--- config.mk ---
export PLATFORM = sky130hd
export DESIGN_NAME = dsi_cmd_pkt_builder
export DESIGN_NICKNAME = d
export VERILOG_FILES = /design/src/rtl/dsi_pkt_pkg.sv /design/src/rtl/dsi_pkt_fifo.sv /design/src/rtl/dsi_pkt_serializer.sv /design/src/rtl/dsi_cmd_pkt_builder.sv
export SDC_FILE = /design/constraint.sdc
export NUM_CORES = 1
export LEC_CHECK = 0
export ABC_CLOCK_PERIOD_IN_PS = 5300
export BUFFER_PORTS_ARGS = -buffer_cell sky130_fd_sc_hd__buf_4
export CELL_PAD_IN_SITES_DETAIL_PLACEMENT = 1
export CELL_PAD_IN_SITES_GLOBAL_PLACEMENT = 2
export CORE_MARGIN = 10
export CORE_UTILIZATION = 49
export CTS_CLUSTER_DIAMETER = 150
export DETAILED_ROUTE_END_ITERATION = 6
export GPL_TIMING_DRIVEN = 0
export PLACE_DENSITY_LB_ADDON = 0.1
export SETUP_SLACK_MARGIN = 0.3
export SLEW_MARGIN = 15
export SYNTH_ARGS = -nofsm -noshare
export SYNTH_HDL_FRONTEND = slang
export SYNTH_SLANG_ARGS = --single-unit
--- constraint.sdc ---
create_clock -name clk -period 5.3 [get_ports clk]
set_input_delay 0.265 -clock clk [delete_from_list [all_inputs] [get_ports clk]]
set_output_delay 0.265 -clock clk [all_outputs]
set_load 0.01 [all_outputs]
--- src/rtl/dsi_pkt_pkg.sv ---
package dsi_pkt_pkg;

    localparam int WORD_W = 32;
    localparam int HDR_W  = 24;
    localparam int BYTE_W = 8;

    typedef enum logic [1:0] {
        ST_IDLE = 2'd0,
        ST_HDR  = 2'd1,
        ST_PLD  = 2'd2
    } pkt_state_e;

    // Long-packet data types carry bit 3 set.
    function automatic logic type_is_long(input logic [5:0] dtype);
        return dtype[3];
    endfunction

    // Placeholder check byte over the three header bytes.
    function automatic logic [7:0] check_byte(input logic [7:0] b0,
                                              input logic [7:0] b1,
                                              input logic [7:0] b2);
        return b0 ^ b1 ^ b2;
    endfunction

endpackage

--- src/rtl/dsi_pkt_fifo.sv ---
module dsi_pkt_fifo #(
    parameter int WIDTH = 32,
    parameter int DEPTH = 16
) (
    input  logic                       clk,
    input  logic                       rst_n,
    input  logic                       wr_en,
    input  logic [WIDTH-1:0]           wr_data,
    input  logic                       rd_en,
    output logic [WIDTH-1:0]           rd_data,
    output logic [$clog2(DEPTH):0]     count
);
    localparam int AW = $clog2(DEPTH);
    localparam int CW = AW + 1;

    typedef struct packed {
        logic [AW-1:0] wp;
        logic [AW-1:0] rp;
        logic [CW-1:0] cnt;
    } fifo_st_t;

    fifo_st_t         st_d, st_q;
    logic [WIDTH-1:0] mem_q [DEPTH];
    logic             push, pop;

    always_comb begin
        push = wr_en && (st_q.cnt != CW'(DEPTH));
        pop  = rd_en && (st_q.cnt != '0);
        st_d = st_q;
        if (push) st_d.wp = st_q.wp + AW'(1);
        if (pop)  st_d.rp = st_q.rp + AW'(1);
        case ({push, pop})
            2'b10:   st_d.cnt = st_q.cnt + CW'(1);
            2'b01:   st_d.cnt = st_q.cnt - CW'(1);
            default: st_d.cnt = st_q.cnt;
        endcase
    end

    always_ff @(posedge clk or negedge rst_n) begin
        if (!rst_n) st_q <= '0;
        else        st_q <= st_d;
    end

    always_ff @(posedge clk) begin
        if (push) mem_q[st_q.wp] <= wr_data;
    end

    assign rd_data = mem_q[st_q.rp];
    assign count   = st_q.cnt;

endmodule

--- src/rtl/dsi_pkt_serializer.sv ---
module dsi_pkt_serializer
    import dsi_pkt_pkg::*;
#(
    parameter int PCNT_W = 5
) (
    input  logic                clk,
    input  logic                rst_n,
    input  logic                cmd_empty,
    input  logic [HDR_W-1:0]    cmd_head,
    input  logic [WORD_W-1:0]   pld_head,
    input  logic [PCNT_W-1:0]   pld_count,
    output logic                cmd_pop,
    output logic                pld_pop,
    output logic                tx_valid,
    output logic [BYTE_W-1:0]   tx_data,
    output logic                tx_first,
    output logic                tx_last,
    output logic                underflow_err
);
    typedef struct packed {
        pkt_state_e  state;
        logic [7:0]  di;
        logic [7:0]  lo;
        logic [7:0]  hi;
        logic [15:0] left;
        logic [1:0]  idx;
        logic [1:0]  lane;
        logic        err;
    } ser_st_t;

    ser_st_t     st_d, st_q;
    logic [15:0] avail;
    logic [15:0] cnt_req;
    logic        is_long;

    always_comb begin
        st_d     = st_q;
        st_d.err = 1'b0;
        cmd_pop  = 1'b0;
        pld_pop  = 1'b0;
        avail    = 16'({pld_count, 2'b00});
        cnt_req  = cmd_head[23:8];
        is_long  = type_is_long(cmd_head[5:0]);
        case (st_q.state)
            ST_IDLE: begin
                if (!cmd_empty) begin
                    cmd_pop = 1'b1;
                    if (is_long && (cnt_req > avail)) begin
                        st_d.err = 1'b1;
                    end else begin
                        st_d.state = ST_HDR;
                        st_d.di    = cmd_head[7:0];
                        st_d.lo    = cmd_head[15:8];
                        st_d.hi    = cmd_head[23:16];
                        st_d.left  = is_long ? cnt_req : 16'd0;
                        st_d.idx   = 2'd0;
                        st_d.lane  = 2'd0;
                    end
                end
            end
            ST_HDR: begin
                st_d.idx = st_q.idx + 2'd1;
                if (st_q.idx == 2'd3)
                    st_d.state = (st_q.left != 16'd0) ? ST_PLD : ST_IDLE;
            end
            ST_PLD: begin
                st_d.left = st_q.left - 16'd1;
                st_d.lane = st_q.lane + 2'd1;
                if ((st_q.lane == 2'd3) || (st_q.left == 16'd1)) pld_pop = 1'b1;
                if (st_q.left == 16'd1) st_d.state = ST_IDLE;
            end
            default: st_d.state = ST_IDLE;
        endcase
    end

    always_ff @(posedge clk or negedge rst_n) begin
        if (!rst_n) st_q <= '0;
        else        st_q <= st_d;
    end

    always_comb begin
        tx_data = '0;
        if (st_q.state == ST_HDR) begin
            case (st_q.idx)
                2'd0:    tx_data = st_q.di;
                2'd1:    tx_data = st_q.lo;
                2'd2:    tx_data = st_q.hi;
                default: tx_data = check_byte(st_q.di, st_q.lo, st_q.hi);
            endcase
        end else if (st_q.state == ST_PLD) begin
            tx_data = pld_head[{st_q.lane, 3'b000} +: 8];
        end
    end

    assign tx_valid      = (st_q.state != ST_IDLE);
    assign tx_first      = (st_q.state == ST_HDR) && (st_q.idx == 2'd0);
    assign tx_last       = ((st_q.state == ST_HDR) && (st_q.idx == 2'd3) && (st_q.left == 16'd0))
                        || ((st_q.state == ST_PLD) && (st_q.left == 16'd1));
    assign underflow_err = st_q.err;

endmodule

--- src/rtl/dsi_cmd_pkt_builder.sv ---
module dsi_cmd_pkt_builder
    import dsi_pkt_pkg::*;
#(
    parameter int CMD_DEPTH = 4,
    parameter int PLD_DEPTH = 16
) (
    input  logic        clk,
    input  logic        rst_n,
    input  logic        pld_wr_en,
    input  logic [31:0] pld_wr_data,
    input  logic        hdr_wr_en,
    input  logic [23:0] hdr_wr_data,
    output logic        tx_valid,
    output logic [7:0]  tx_data,
    output logic        tx_first,
    output logic        tx_last,
    output logic        cmd_empty,
    output logic        cmd_full,
    output logic        pld_empty,
    output logic        pld_full,
    output logic        underflow_err
);
    localparam int CCNT_W = $clog2(CMD_DEPTH) + 1;
    localparam int PCNT_W = $clog2(PLD_DEPTH) + 1;

    logic [HDR_W-1:0]  cmd_head;
    logic [WORD_W-1:0] pld_head;
    logic [CCNT_W-1:0] cmd_count;
    logic [PCNT_W-1:0] pld_count;
    logic              cmd_pop, pld_pop;

    dsi_pkt_fifo #(.WIDTH(HDR_W), .DEPTH(CMD_DEPTH)) cmd_fifo_i (
        .clk(clk), .rst_n(rst_n),
        .wr_en(hdr_wr_en), .wr_data(hdr_wr_data),
        .rd_en(cmd_pop), .rd_data(cmd_head), .count(cmd_count)
    );

    dsi_pkt_fifo #(.WIDTH(WORD_W), .DEPTH(PLD_DEPTH)) pld_fifo_i (
        .clk(clk), .rst_n(rst_n),
        .wr_en(pld_wr_en), .wr_data(pld_wr_data),
        .rd_en(pld_pop), .rd_data(pld_head), .count(pld_count)
    );

    assign cmd_empty = (cmd_count == '0);
    assign cmd_full  = (cmd_count == CCNT_W'(CMD_DEPTH));
    assign pld_empty = (pld_count == '0);
    assign pld_full  = (pld_count == PCNT_W'(PLD_DEPTH));

    dsi_pkt_serializer #(.PCNT_W(PCNT_W)) ser_i (
        .clk(clk), .rst_n(rst_n),
        .cmd_empty(cmd_empty), .cmd_head(cmd_head),
        .pld_head(pld_head), .pld_count(pld_count),
        .cmd_pop(cmd_pop), .pld_pop(pld_pop),
        .tx_valid(tx_valid), .tx_data(tx_data),
        .tx_first(tx_first), .tx_last(tx_last),
        .underflow_err(underflow_err)
    );

endmodule

==> metrics.csv <==
stage,metric,value,unit
sta,finalHoldViolations,0,
setup_path,crit_slowest_cell,buf_1,
sta,relSlewSlack,0.235,
sta,max_clock_freq,0.219,GHz
setup_path,ff2ff_path_depth,12,
clock_tree,cts_buffers,72,
power_and_ir_drop,total_power,15.9,mW
global_route,first_global_vias,14800,
setup_path,worstReg2RegEnd,ser_i.st_q[31],
floorplanning,chipWidth,254,um
setup_path,crit_chain,clkbuf_1 -> buf_2 -> buf_1 -> mux4_2 -> ha_1 -> nand3_1 -> or4_1 -> o31ai_1 -> a31oi_2 -> nor3_4 -> buf_4 -> mux2_1,
sta,tightest_slew,1.15,ns
place,dp_hpwl,44000,um
synthesis,synthFlopType,edfxtp_1,
route,routed_wl,65800,um
clock_tree,cts.clk_slew.worst_paths,0.06,ns
worst_hold_path,hp-class,input port to register,
floorplanning,dieArea,64700,um2
synthesis,yosysTopAreaCellShare,0.679,
cells_and_area,fill_cells,4562,
synthesis,avgSynthCellArea,20.8,um2
synthesis,syn-instance-count,1295,
cells_and_area,seq_area,19900,um2
cells_and_area,nets,1630,
synthesis,syn_area,26900,um2
sta,finClkSkew,0.0206,ns
setup_path,required,5.78,ns
place,gp_congestion,0.735,
synthesis,synth_edf_count,608,
power_and_ir_drop,p_per_area,493,nW/um2
clock_tree,cts.sinks,675,
synthesis,async_reset_ff_frac,0.0993,
setup_path,max_stage_delay,0.63,ns
clock_tree,clk_latency,0.61,ns
floorplanning,start_util,0.497,
setup_path,r2r_setup_slack,0.73,ns
power_and_ir_drop,ir_worst_vdd,0.343,mV
synthesis,yosys.cell_count.top_type,edfxtp_1,
global_route,grt.overflow.total,0,
clock_tree,clockBufferDepth,3,
cells_and_area,drive_gt1_frac,0.285,
sta,maxSlewViolCount,0,
cells_and_area,area_delta_synth_final,19.6,%
cells_and_area,utilization,0.594,
setup_path,start_kind,register,
route,drtIter0Drc,1041,
route,drcViolationCount,0,
clock_tree,cts_resized,0,
cells_and_area,multi_input_area,6700,um2
setup_path,path_class,register to register,
clock_tree,ctsRootBufferMaster,clkbuf_16,
place,port_buffers,75,
setup_path,r2r-start,cmd_fifo_i.st_q[4],
power_and_ir_drop,p_leak,10.6,nW
run,maxCapViolations,0,
global_route,grt.total_usage,0.210,
global_route,antenna_found_initial,3,
clock_tree,htreeDepth,3,
clock_tree,cts_setup_buffers,0,
sta,fin_crit_sh,0.863,
worst_hold_path,hold_depth,4,
route,first_pass_iters,7,
route,wl_per_cell,28.7,um
clock_tree,cts_tree,built,
global_route,grt_start_max_net_pins,68,
setup_path,cp_max_fo,10,
worst_hold_path,hold_start,hdr_wr_en,
synthesis,syn_nets,1384,
run_status,status,finished clean,
synthesis,yosys.area.top_type,edfxtp_1,
sta,post-route-min-period,4.57,ns
route,vias_per_cell,5.94,
setup_path,cp.arrival,5.05,ns
floorplanning,rows,85,
synthesis,yosys_warnings,0,
route,dr_total_vias,13600,
sta,setup_viol,0,
sta,rsz0062_at_grt,no,
worst_hold_path,hold_end,cmd_fifo_i.st_q[5],
setup_path,setup.worst_path.end_class,register,
global_route,grt_pass1_wl,98900,um
synthesis,yosysUniqueCellTypes,53,
floorplanning,die_h,254,um
synthesis,synth_common_cells,"608 x edfxtp_1, 178 x mux4_2, 67 x dfrtp_1",
synthesis,ys_ff_latch,675,
floorplanning,core,54100,um2
synthesis,ys_seq_area_frac,0.741,
floorplanning,pin_count,76,
route,postRouteAntennaNets,0,
synthesis,synth_area_leaders,"edfxtp_1 68%, mux4_2 15%, dfrtp_1 6.2%, ha_1 1.3%, mux2_1 1.0%",
## placed cells by master (no fill, tap or decap), types with 8 or more instances in the layout
master         netlist  final
a21oi_1             15     15
a222oi_1             8      8
a31oi_1             12     12
buf_1               11     11
buf_16               0     16
buf_2               17     17
buf_4                1     91
buf_6                3      8
bufinv_16            0     10
clkbuf_1            33     42
clkbuf_16            0     76
clkinv_1             0     14
clkinv_2             0     10
dfrtp_1             67     67
dlygate4sd3_1        0     57
edfxtp_1           608    608
ha_1                27     27
inv_1               26     26
mux2_1              24     24
mux2i_1             22     22
mux4_2             178    178
nand2_1             37     37
nor2_1              38     26
nor2_4               0     12
nor3_1              13      8
o21ai_0             16     16
o21ai_1             10     10
o22ai_1             10     10
xnor2_1             26     26
## routing by layer
metal | global-route usage | vias up | share of wire
li1 | - | 5848 | -
met1 | 0.279 | 7292 | 0.42
met2 | 0.353 | 382 | 0.51
met3 | 0.0409 | 102 | 0.057
met4 | 0.0539 | 4 | 0.021
met5 | 0 | - | 0.00035
## worst max-delay path: cells and delay by family, from the launching register on
| family | cells | cell delay, ns |
|---|---|---|
| buf+inv | 4 | 1.66 |
| flops | 1 | 0.32 |
| compound gates | 2 | 0.44 |
| mux | 2 | 0.82 |
| simple gates | 3 | 0.86 |
| fa+ha+maj | 1 | 0.33 |
## cell families (layout without fill, tap and decap cells)
logic type	after synthesis	in the layout	synth area share
flip-flops	675	675	0.741
multiplexers	228	228	0.169
AND/OR/NAND/NOR	136	136	0.0253
AO/OA/AOI/OAI	103	103	0.0254
buffers and inverters	91	395	0.0145
XOR/XNOR	33	33	0.0107
adder cells (fa/ha/maj)	29	29	0.0140
other	0	1	0
## layout make-up
| class | count | share of cell area |
|---|---|---|
| Tap cell | 696 | 0.0271 |
| Antenna cell | 1 | 0.0000778 |
| Sequential cell | 675 | 0.620 |
| Clock inverter | 44 | 0.0153 |
| Timing Repair Buffer | 172 | 0.0567 |
| Multi-Input combinational cell | 529 | 0.208 |
| Clock buffer | 88 | 0.0611 |
| Buffer | 65 | 0.00910 |
| Inverter | 26 | 0.00303 |
## repair_timing
item                       in CTS  in global routing
setup endpoints to repair       0                  0
hold endpoints to repair      675                  0
hold buffers                   57                  0
## worst max-delay path by stage
stage / cells after the start / start / endpoint / slack, ns
finish: 12 / cmd_fifo_i.st_q[4] / ser_i.st_q[31] / 0.73
global route: 12 / cmd_fifo_i.st_q[4] / ser_i.st_q[31] / 0.39
CTS: 9 / pld_fifo_i.st_q[6] / tx_data[7] / 0.63
detailed placement: 12 / cmd_fifo_i.st_q[4] / ser_i.st_q[30] / 0.70
global placement: 7 / pld_fifo_i.count[0] / pld_fifo_i.mem_q[0][19] / -1.97
floorplan: 7 / pld_fifo_i.count[0] / pld_fifo_i.mem_q[3][0] / 1.42
## registers in the layout (all words and copies together) (netlist names)
name,cells
ser_i.st_q,46
pld_fifo_i.count,5
cmd_fifo_i.mem_q,96
cmd_fifo_i.st_q,4
cmd_fifo_i.count,3
pld_fifo_i.mem_q,512
pld_fifo_i.st_q,8
ser_i.underflow_err,1
## power breakdown
group	internal (mW)	switching, mW	leakage, nW
logic	1.60	2.19	3.08
registers	6.55	0.320	6.33
clock network	3.14	2.07	1.19
## metrics by stage
step | setup slack, ns | cell area [um2] | TNS [ns] | hold WS [ns] | std cells
final | 0.727 | 32200 | 0 | 0.240 | 2296
after global placement | -1.97 | 28300 | -235.15 | 0.463 | 2066
after CTS | 0.630 | 32200 | 0 | 0.207 | 2295
after global routing | 0.387 | 32200 | 0 | 0.253 | 2296
after detailed placement | 0.703 | 29100 | 0 | 0.455 | 2106
after floorplan | 1.42 | 26900 | 0 | -0.0306 | 1295
(Power assumes the default switching activity.)
